File: config.mk
export PLATFORM = sky130hd
export DESIGN_NAME = prefix_popcount_unit
export DESIGN_NICKNAME = d
export VERILOG_FILES = /design/src/rtl/ppc_pkg.sv /design/src/rtl/ppc_operand_sel.sv /design/src/rtl/ppc_prefix_chain.sv /design/src/rtl/ppc_lane_merge.sv /design/src/rtl/ppc_out_reg.sv /design/src/rtl/prefix_popcount_unit.sv
export SDC_FILE = /design/constraint.sdc
export NUM_CORES = 1
export LEC_CHECK = 0
export CAP_MARGIN = 20
export CORE_ASPECT_RATIO = 0.5
export CORE_UTILIZATION = 39
export CTS_CLUSTER_SIZE = 12
export DETAILED_ROUTE_END_ITERATION = 10
export PLACE_DENSITY_LB_ADDON = 0.2
export REMOVE_ABC_BUFFERS = 1
export SLEW_MARGIN = 30
export SYNTH_ARGS = -nofsm -noshare
export SYNTH_HDL_FRONTEND = slang
export SYNTH_SLANG_ARGS = --single-unit
File: constraint.sdc
create_clock -name clk -period 4.6 [get_ports clk]
set_input_delay 0.92 -clock clk [delete_from_list [all_inputs] [get_ports clk]]
set_output_delay 0.92 -clock clk [all_outputs]
set_load 0.05 [all_outputs]
File: src/rtl/ppc_pkg.sv
package ppc_pkg;

  localparam int unsigned PPC_LANES_DEF = 8;

  // Bits needed to hold a count from 0 up to and including lanes.
  function automatic int unsigned cnt_width(input int unsigned lanes);
    return $clog2(lanes + 1);
  endfunction

endpackage

File: src/rtl/ppc_operand_sel.sv
module ppc_operand_sel #(
  parameter int unsigned LANES = 8
) (
  input  logic [LANES-1:0] src,
  input  logic [LANES-1:0] mask,
  input  logic             mask_en,
  input  logic             src_ones,
  output logic [LANES-1:0] lane_en,
  output logic [LANES-1:0] contrib
);

  logic [LANES-1:0] src_eff;

  always_comb begin
    lane_en = mask_en ? mask : {LANES{1'b1}};
    src_eff = src_ones ? {LANES{1'b1}} : src;
    // a disabled lane never feeds the counts above it
    contrib = src_eff & lane_en;
  end

endmodule

File: src/rtl/ppc_prefix_chain.sv
module ppc_prefix_chain #(
  parameter int unsigned LANES = 8,
  parameter int unsigned CNT_W = 4
) (
  input  logic [LANES-1:0]       contrib,
  output logic [LANES*CNT_W-1:0] counts
);

  logic [CNT_W-1:0] run [LANES+1];

  assign run[0] = '0;

  generate
    for (genvar i = 0; i < LANES; i++) begin : g_step
      // exclusive: lane i sees the sum of lanes 0..i-1 only
      assign counts[i*CNT_W +: CNT_W] = run[i];
      assign run[i+1] = run[i] + CNT_W'(contrib[i]);
    end
  endgenerate

  // grand total is not part of the result vector
  logic [CNT_W-1:0] total_unused;
  assign total_unused = run[LANES];

endmodule

File: src/rtl/ppc_lane_merge.sv
module ppc_lane_merge #(
  parameter int unsigned LANES = 8,
  parameter int unsigned CNT_W = 4
) (
  input  logic [LANES-1:0]       lane_en,
  input  logic [LANES*CNT_W-1:0] counts,
  input  logic [LANES*CNT_W-1:0] old_dst,
  output logic [LANES*CNT_W-1:0] merged
);

  generate
    for (genvar i = 0; i < LANES; i++) begin : g_lane
      assign merged[i*CNT_W +: CNT_W] = lane_en[i] ? counts[i*CNT_W +: CNT_W]
                                                   : old_dst[i*CNT_W +: CNT_W];
    end
  endgenerate

endmodule

File: src/rtl/ppc_out_reg.sv
module ppc_out_reg #(
  parameter int unsigned DW = 32
) (
  input  logic          clk,
  input  logic          rst,
  input  logic          in_valid,
  output logic          in_ready,
  input  logic [DW-1:0] in_data,
  output logic          out_valid,
  input  logic          out_ready,
  output logic [DW-1:0] out_data
);

  logic load;

  assign in_ready = !out_valid || out_ready;
  assign load     = in_valid && in_ready;

  always_ff @(posedge clk) begin
    if (rst) begin
      out_valid <= 1'b0;
    end else if (load) begin
      out_valid <= 1'b1;
    end else if (out_ready) begin
      out_valid <= 1'b0;
    end
  end

  // payload needs no reset, qualified by out_valid
  always_ff @(posedge clk) begin
    if (load) begin
      out_data <= in_data;
    end
  end

endmodule

File: src/rtl/prefix_popcount_unit.sv
module prefix_popcount_unit
  import ppc_pkg::*;
#(
  parameter int unsigned LANES = PPC_LANES_DEF,
  parameter int unsigned CNT_W = cnt_width(LANES)
) (
  input  logic                   clk,
  input  logic                   rst,
  input  logic                   in_valid,
  output logic                   in_ready,
  input  logic [LANES-1:0]       src,
  input  logic                   mask_en,
  input  logic [LANES-1:0]       mask,
  input  logic                   src_ones,
  input  logic [LANES*CNT_W-1:0] old_dst,
  output logic                   out_valid,
  input  logic                   out_ready,
  output logic [LANES*CNT_W-1:0] dst
);

  localparam int unsigned DW = LANES * CNT_W;

  logic [LANES-1:0] lane_en;
  logic [LANES-1:0] contrib;
  logic [DW-1:0]    counts;
  logic [DW-1:0]    merged;

  ppc_operand_sel #(.LANES(LANES)) u_sel (
    .src      (src),
    .mask     (mask),
    .mask_en  (mask_en),
    .src_ones (src_ones),
    .lane_en  (lane_en),
    .contrib  (contrib)
  );

  ppc_prefix_chain #(.LANES(LANES), .CNT_W(CNT_W)) u_chain (
    .contrib (contrib),
    .counts  (counts)
  );

  ppc_lane_merge #(.LANES(LANES), .CNT_W(CNT_W)) u_merge (
    .lane_en (lane_en),
    .counts  (counts),
    .old_dst (old_dst),
    .merged  (merged)
  );

  ppc_out_reg #(.DW(DW)) u_out (
    .clk       (clk),
    .rst       (rst),
    .in_valid  (in_valid),
    .in_ready  (in_ready),
    .in_data   (merged),
    .out_valid (out_valid),
    .out_ready (out_ready),
    .out_data  (dst)
  );

endmodule

* Word level (Yosys, flattened, before mapping)
Cells that the tools add are included.
W data, S select, Z words.
** Cells by class
- Add/subtract/negate cells :: 6
- Muxes and demuxes :: 11
- Bitwise gates (word level) :: 1
- Reduce and logical (&&, ||, !) cells :: 4
** Operators by type and width (number)
- $mux W4 :: 6
- $add A4 B1 Y4 :: 5
- $mux W8 :: 1
- $and A7 B7 Y7 :: 1
- $mux W7 :: 1
- $mux W1 :: 3
- $add A1 B1 Y2 :: 1
- $reduce_bool A2 Y1 :: 1
- $logic_and A1 B1 Y1 :: 1
- $logic_not A1 Y1 :: 1
- $logic_or A1 B1 Y1 :: 1
** Storage, ports and cells
- Bits in registers :: 33
- Bits of input ports :: 54
- Output and inout bits :: 34
- Logic and storage cells :: 26

* Longest topological paths before layout
- Depth after elaboration :: 9
- Mapped depth :: 13
- Mapped depth without buffers :: 13

* By module
Synthesis repeated with hierarchy kept, for this count alone.
** Unflattened totals
- Cells, all modules :: 137
- Area total of the unflattened synthesis :: 1954.4 um^2
** By module, submodules not included
- ppc_out_reg :: instances 1, cells each 37, area each 1016.0 um^2, seq. area each 980.9 um^2
- ppc_prefix_chain :: instances 1, cells each 51, area each 462.9 um^2, seq. area each 0.0 um^2
- ppc_lane_merge :: instances 1, cells each 32, area each 360.3 um^2, seq. area each 0.0 um^2
- ppc_operand_sel :: instances 1, cells each 17, area each 115.1 um^2, seq. area each 0.0 um^2

* Worst setup path before layout
OpenSTA, ideal clock, no wires.
- Path kind :: input to register
- From :: in mask_en
- To :: reg u_out.out_data[31], data pin
- Library setup time :: 0.264 ns
- Arrival time :: 3.620 ns
- Data required time :: 4.336 ns
- Slack :: 0.716 ns
- Cell stages on the path :: 13
- Path buffers :: 0
- Path through :: nor2b_1 > nor2_1 > fa_1 > ha_1 > inv_1 > fa_1 > inv_1 > ha_1 > xnor2_1 > nand3_1 > xor2_2 > xnor2_1 > a21oi_1
** Between the ends
- Word-level cells in the longest chain between the ends :: 9
** RTL lines
- from (decl) :: line prefix_popcount_unit.sv:12 : input logic mask_en,
- $mux W8 (*) :: line ppc_operand_sel.sv:15 : lane_en = mask_en ? mask : {LANES{1'b1}};
- $and A7 B7 Y7 :: line ppc_operand_sel.sv:18 : contrib = src_eff & lane_en;
- $add A1 B1 Y2 :: line ppc_prefix_chain.sv:17 : assign run[i+1] = run[i] + CNT_W'(contrib[i]);
- $add A4 B1 Y4 (5 in series) :: line ppc_prefix_chain.sv:17
- $mux W4 (*) :: line ppc_lane_merge.sv:13 : assign merged[i*CNT_W +: CNT_W] = lane_en[i] ? counts[i*CNT_W +: CNT_W]
- net merged[31] :: line prefix_popcount_unit.sv:26 : logic [DW-1:0] merged;
- to (signal assigned) :: line ppc_out_reg.sv:32 : out_data <= in_data;
- to (decl) :: line ppc_out_reg.sv:11 : output logic [DW-1:0] out_data
Mark *: on every way through the listed nets, which the timed path passes. The rest lies on a longest branch.
A chain may end at the register's enable or synchronous reset.

* Worst setup path after layout
Ends and elaborated chain as after synthesis.

==> metrics.md <==
| Metric | Value |
|---|---|
| Sw Pwr | between 0.0003 and 0.0004 W |
| Area of the multi-input gates | 673.1 sq um |
| Clock tree sinks | 33 |
| PwrDens | just over 400 nW/um^2 |
| Yosys reg bits | 33 |
| Period utilization | 0.9453 |
| Ys Warns | 0 |
| Seq/Total Area, Yosys | 0.5825 |
| FFs w/ async S/R, synth | 0 |
| FF-to-FF path depth | 3 |
| Vias per inst | 4.440 |
| Final hold vios | 0 |
| CP Launch Type | input port |
| Slowest CP cell | clkdlybuf4s50_1 |
| Worst Path Arrival | 4.37 ns |
| CTS Root Cell | clkbuf_8 |
| DP Area | about 2700 sq um |
| Die area | 4601 sq um |
| Boundary Pins | about 90 |
| TritonCTS clock tree | yes |
| Vias in the first global route | 1,269 |
| Slew Viols, Final | 0 |
| Initial Utilization | 0.4185 |
| Core area | between 4000 and 5000 sq um |
| CTS buffer count | 5 |
| CTS resizes | 0 |
| Start point of the worst hold path | u_out.out_valid |
| Share of layout cells above drive strength 1 | 0.1491 |
| Outcome | complete, no violations |
| Cell Area, Synth | 1684 sq um |
| Ant diodes | 0 |
| Total number of vias | between 1,000 and 1,500 |
| Setup tns final | 0 ns |
| Cell family with the largest share of critical-path delay | adder cells |
| WL final | 3652 um |
| Register Area | just under 1000 sq um |
| CTS max path bufs | 2 |
| Comb pwr share | 0.424 |
| HPWL after detailed placement | 2817 um |
| Clk_lat worst skew | approximately 0.28 ns |
| Worst Clk Skew | approximately 0.0029 ns |
| Cell-internal power | about 0.00077 W |
| Reg clk slew, reported paths | approximately 0.070 ns |
| RSZ-0062 raised after global routing | no |
| GP Congestion | 0.7475 |
| First-pass GRT wire length | between 6000 and 7000 um |
| Number of buffers inserted by hold repair at cts | 0 |
| Library cells used by synthesis | 22 |
| Buffers on Ports | 86 |
| Initial antenna violation count | 0 |
| WL per Instance | approximately 13 um |
| Slew @ Worst Pin | 0.5175 ns |
| First DRT Iteration DRCs | 42 |
| Crit path setup slack, layout | 0.2518 ns |
| Setup bufs post-CTS | 0 |
| Critical path buffers and inverters | 3 |
| Max FO, Critical Path | 5 |
| Avg Cell Area, Syn | around 14 sq um |
| Grt ovf | 0 |
| Number of routed nets with antenna violations | 0 |
| Min Tclk post-route | between 4 and 5 ns |
| Largest net degree at the start of global routing | 33 |
| Final Instance Area | 2798 sq um |
| Cell chain of the critical path | clkdlybuf4s50_1 > nor2b_1 > nor2_1 > fa_1 > ha_1 > inv_1 > fa_1 > inv_1 > ha_1 > xnor2_1 > nand3_1 > xor2_2 > xnor2_1 > a21oi_1 |
| Ys flop type | edfxtp_1 |
| H-tree levels | 2 |
| Number of synthesized flops with an enable pin | 32 |
| Site row count | 16 |
| Final nets | 292 |
| Max-cap violations | 0 |
| Worst setup path start | mask_en |
| DRT Pass-1 Iters | 4 |
| Clock power share | 0.229 |
| Setup CP Type | in -> reg |
| Crit Reg-Reg Startpoint | u_out.out_valid |
| Peak supply drop | about 0.34 mV |
| Sequential Power Share | 0.347 |
| Max Clk Rate | between 0.2 and 0.25 GHz |
| P_leak | 1.078 nW |
| Post-route DRC violation count | 0 |
| CP endpoint kind | flop |
| Synthesized instance count | 124 |
| Gr usage total | 0.1803 |
| Switching Share | 0.3302 |
| Layout area overhead | 66.12% |
| Pre-CTS setup slack | 0.002323 ns |
| Hold-critical path depth | 2 |
| Slew HR | 0.6539 |
| # fillers | 320 |
| Max stage delay on crit path | around 0.58 ns |
| Die width | 94.93 um |
| CP required | between 4 and 5 ns |
| Critical path depth | 14 |
| Die span in y | 48.47 um |
| Setup-failing EPs final | 0 |
| Reg2Reg Setup Slack | ~3.3 ns |
| Tightest Hold Check Type | reg -> reg |
worst min-delay path, delay by kind of cell (launching register included):
family	cells	cell delay (ns)
AND/OR/NAND/NOR	1	0.11
flip-flops	1	0.32
AO/OA/AOI/OAI	1	0.08
synthesized netlist by cell type (2+ instances only):
cell type | instances | area [sq um]
a21oi_1 | 5 | 25.02
and2_1 | 12 | 75.07
edfxtp_1 | 32 | 960.9
fa_1 | 2 | 40.04
ha_1 | 9 | 112.6
inv_1 | 7 | 26.28
mux2_2 | 14 | 157.7
nand2_1 | 2 | 7.510
nand2b_1 | 5 | 31.28
nand3_1 | 3 | 15.01
nor2_1 | 13 | 48.80
nor2b_1 | 4 | 25.02
o21a_1 | 3 | 22.52
xnor2_1 | 5 | 43.79
worst paths after layout:
path / to
worst max-delay path: u_out.out_data[31]
worst min-delay path: u_out.out_valid
worst min register to register: u_out.out_valid
worst max register to register: u_out.out_data[26]
sequential cells by signal (all words and copies together) (netlist names):
| signal | flops |
|---|---|
| u_out.out_valid | 1 |
| u_out.out_data | 32 |
cells in the final DEF (no fill, tap or decap):
master / instances
nor2_1: 13
dfxtp_1: 1
clkdlybuf4s50_1: 86
xnor2_2: 1
buf_4: 11
o21ai_0: 1
xor2_1: 1
nand3_1: 3
a21oi_1: 5
fa_1: 2
clkbuf_8: 5
xor2_2: 1
inv_1: 7
mux2i_1: 1
clkbuf_1: 1
edfxtp_1: 32
mux2_2: 14
bufinv_16: 1
nand2b_1: 5
ha_1: 9
and2_1: 12
nor3b_2: 1
nand2_1: 2
clkinv_1: 1
nor2b_1: 4
xnor2_1: 5
o21a_1: 3
through the flow:
step	cells	utilization	total power, W	hold slack (ns)
after floorplan	123	-	0.0007088	0.9891
after global placement	274	0.6688	0.0008937	0.4981
after detailed placement	274	0.6688	0.0008995	0.5450
after CTS	282	0.6953	0.001169	0.5595
after global routing	282	0.6953	0.001215	0.5991
final	282	0.6953	0.001155	0.5485
layer usage:
metal / vias to the layer above / global-route usage / routed length (um)
met5: - / 0 / 0
met4: 0 / 0.05303 / 40
met3: 5 / 0.05660 / 218
met2: 40 / 0.2998 / 1814
met1: 568 / 0.2261 / 1579
li1: 639 / - / -
power groups by stage:
stage	clock network [W]	logic, W	registers, W
floorplan	0	0.000155	0.000554
global placement	0	0.000487	0.000406
detailed placement	0	0.000492	0.000407
CTS	0.000273	0.000494	0.000402
global route	0.000285	0.000525	0.000406
finish	0.000264	0.000490	0.000401
cell families after synthesis:
kind of cell / Yosys count / share of synthesized area
AOI/OAI and AO/OA: 9 / 0.03120
xor gates and xnor gates: 8 / 0.05053
adders and majority gates: 11 / 0.09064
DFF: 33 / 0.5825
buffers and inverters: 8 / 0.01783
muxes: 15 / 0.09955
and+or+nand+nor: 40 / 0.1278
layout make-up:
class | instances | area share
Timing Repair Buffer | 97 | 0.3372
Clock inverter | 2 | 0.01208
Tap cell | 54 | 0.02415
Multi-Input combinational cell | 83 | 0.2406
Inverter | 7 | 0.009392
Sequential cell | 33 | 0.3506
Clock buffer | 6 | 0.02594
Note: power is estimated with default switching activity, not from simulation.
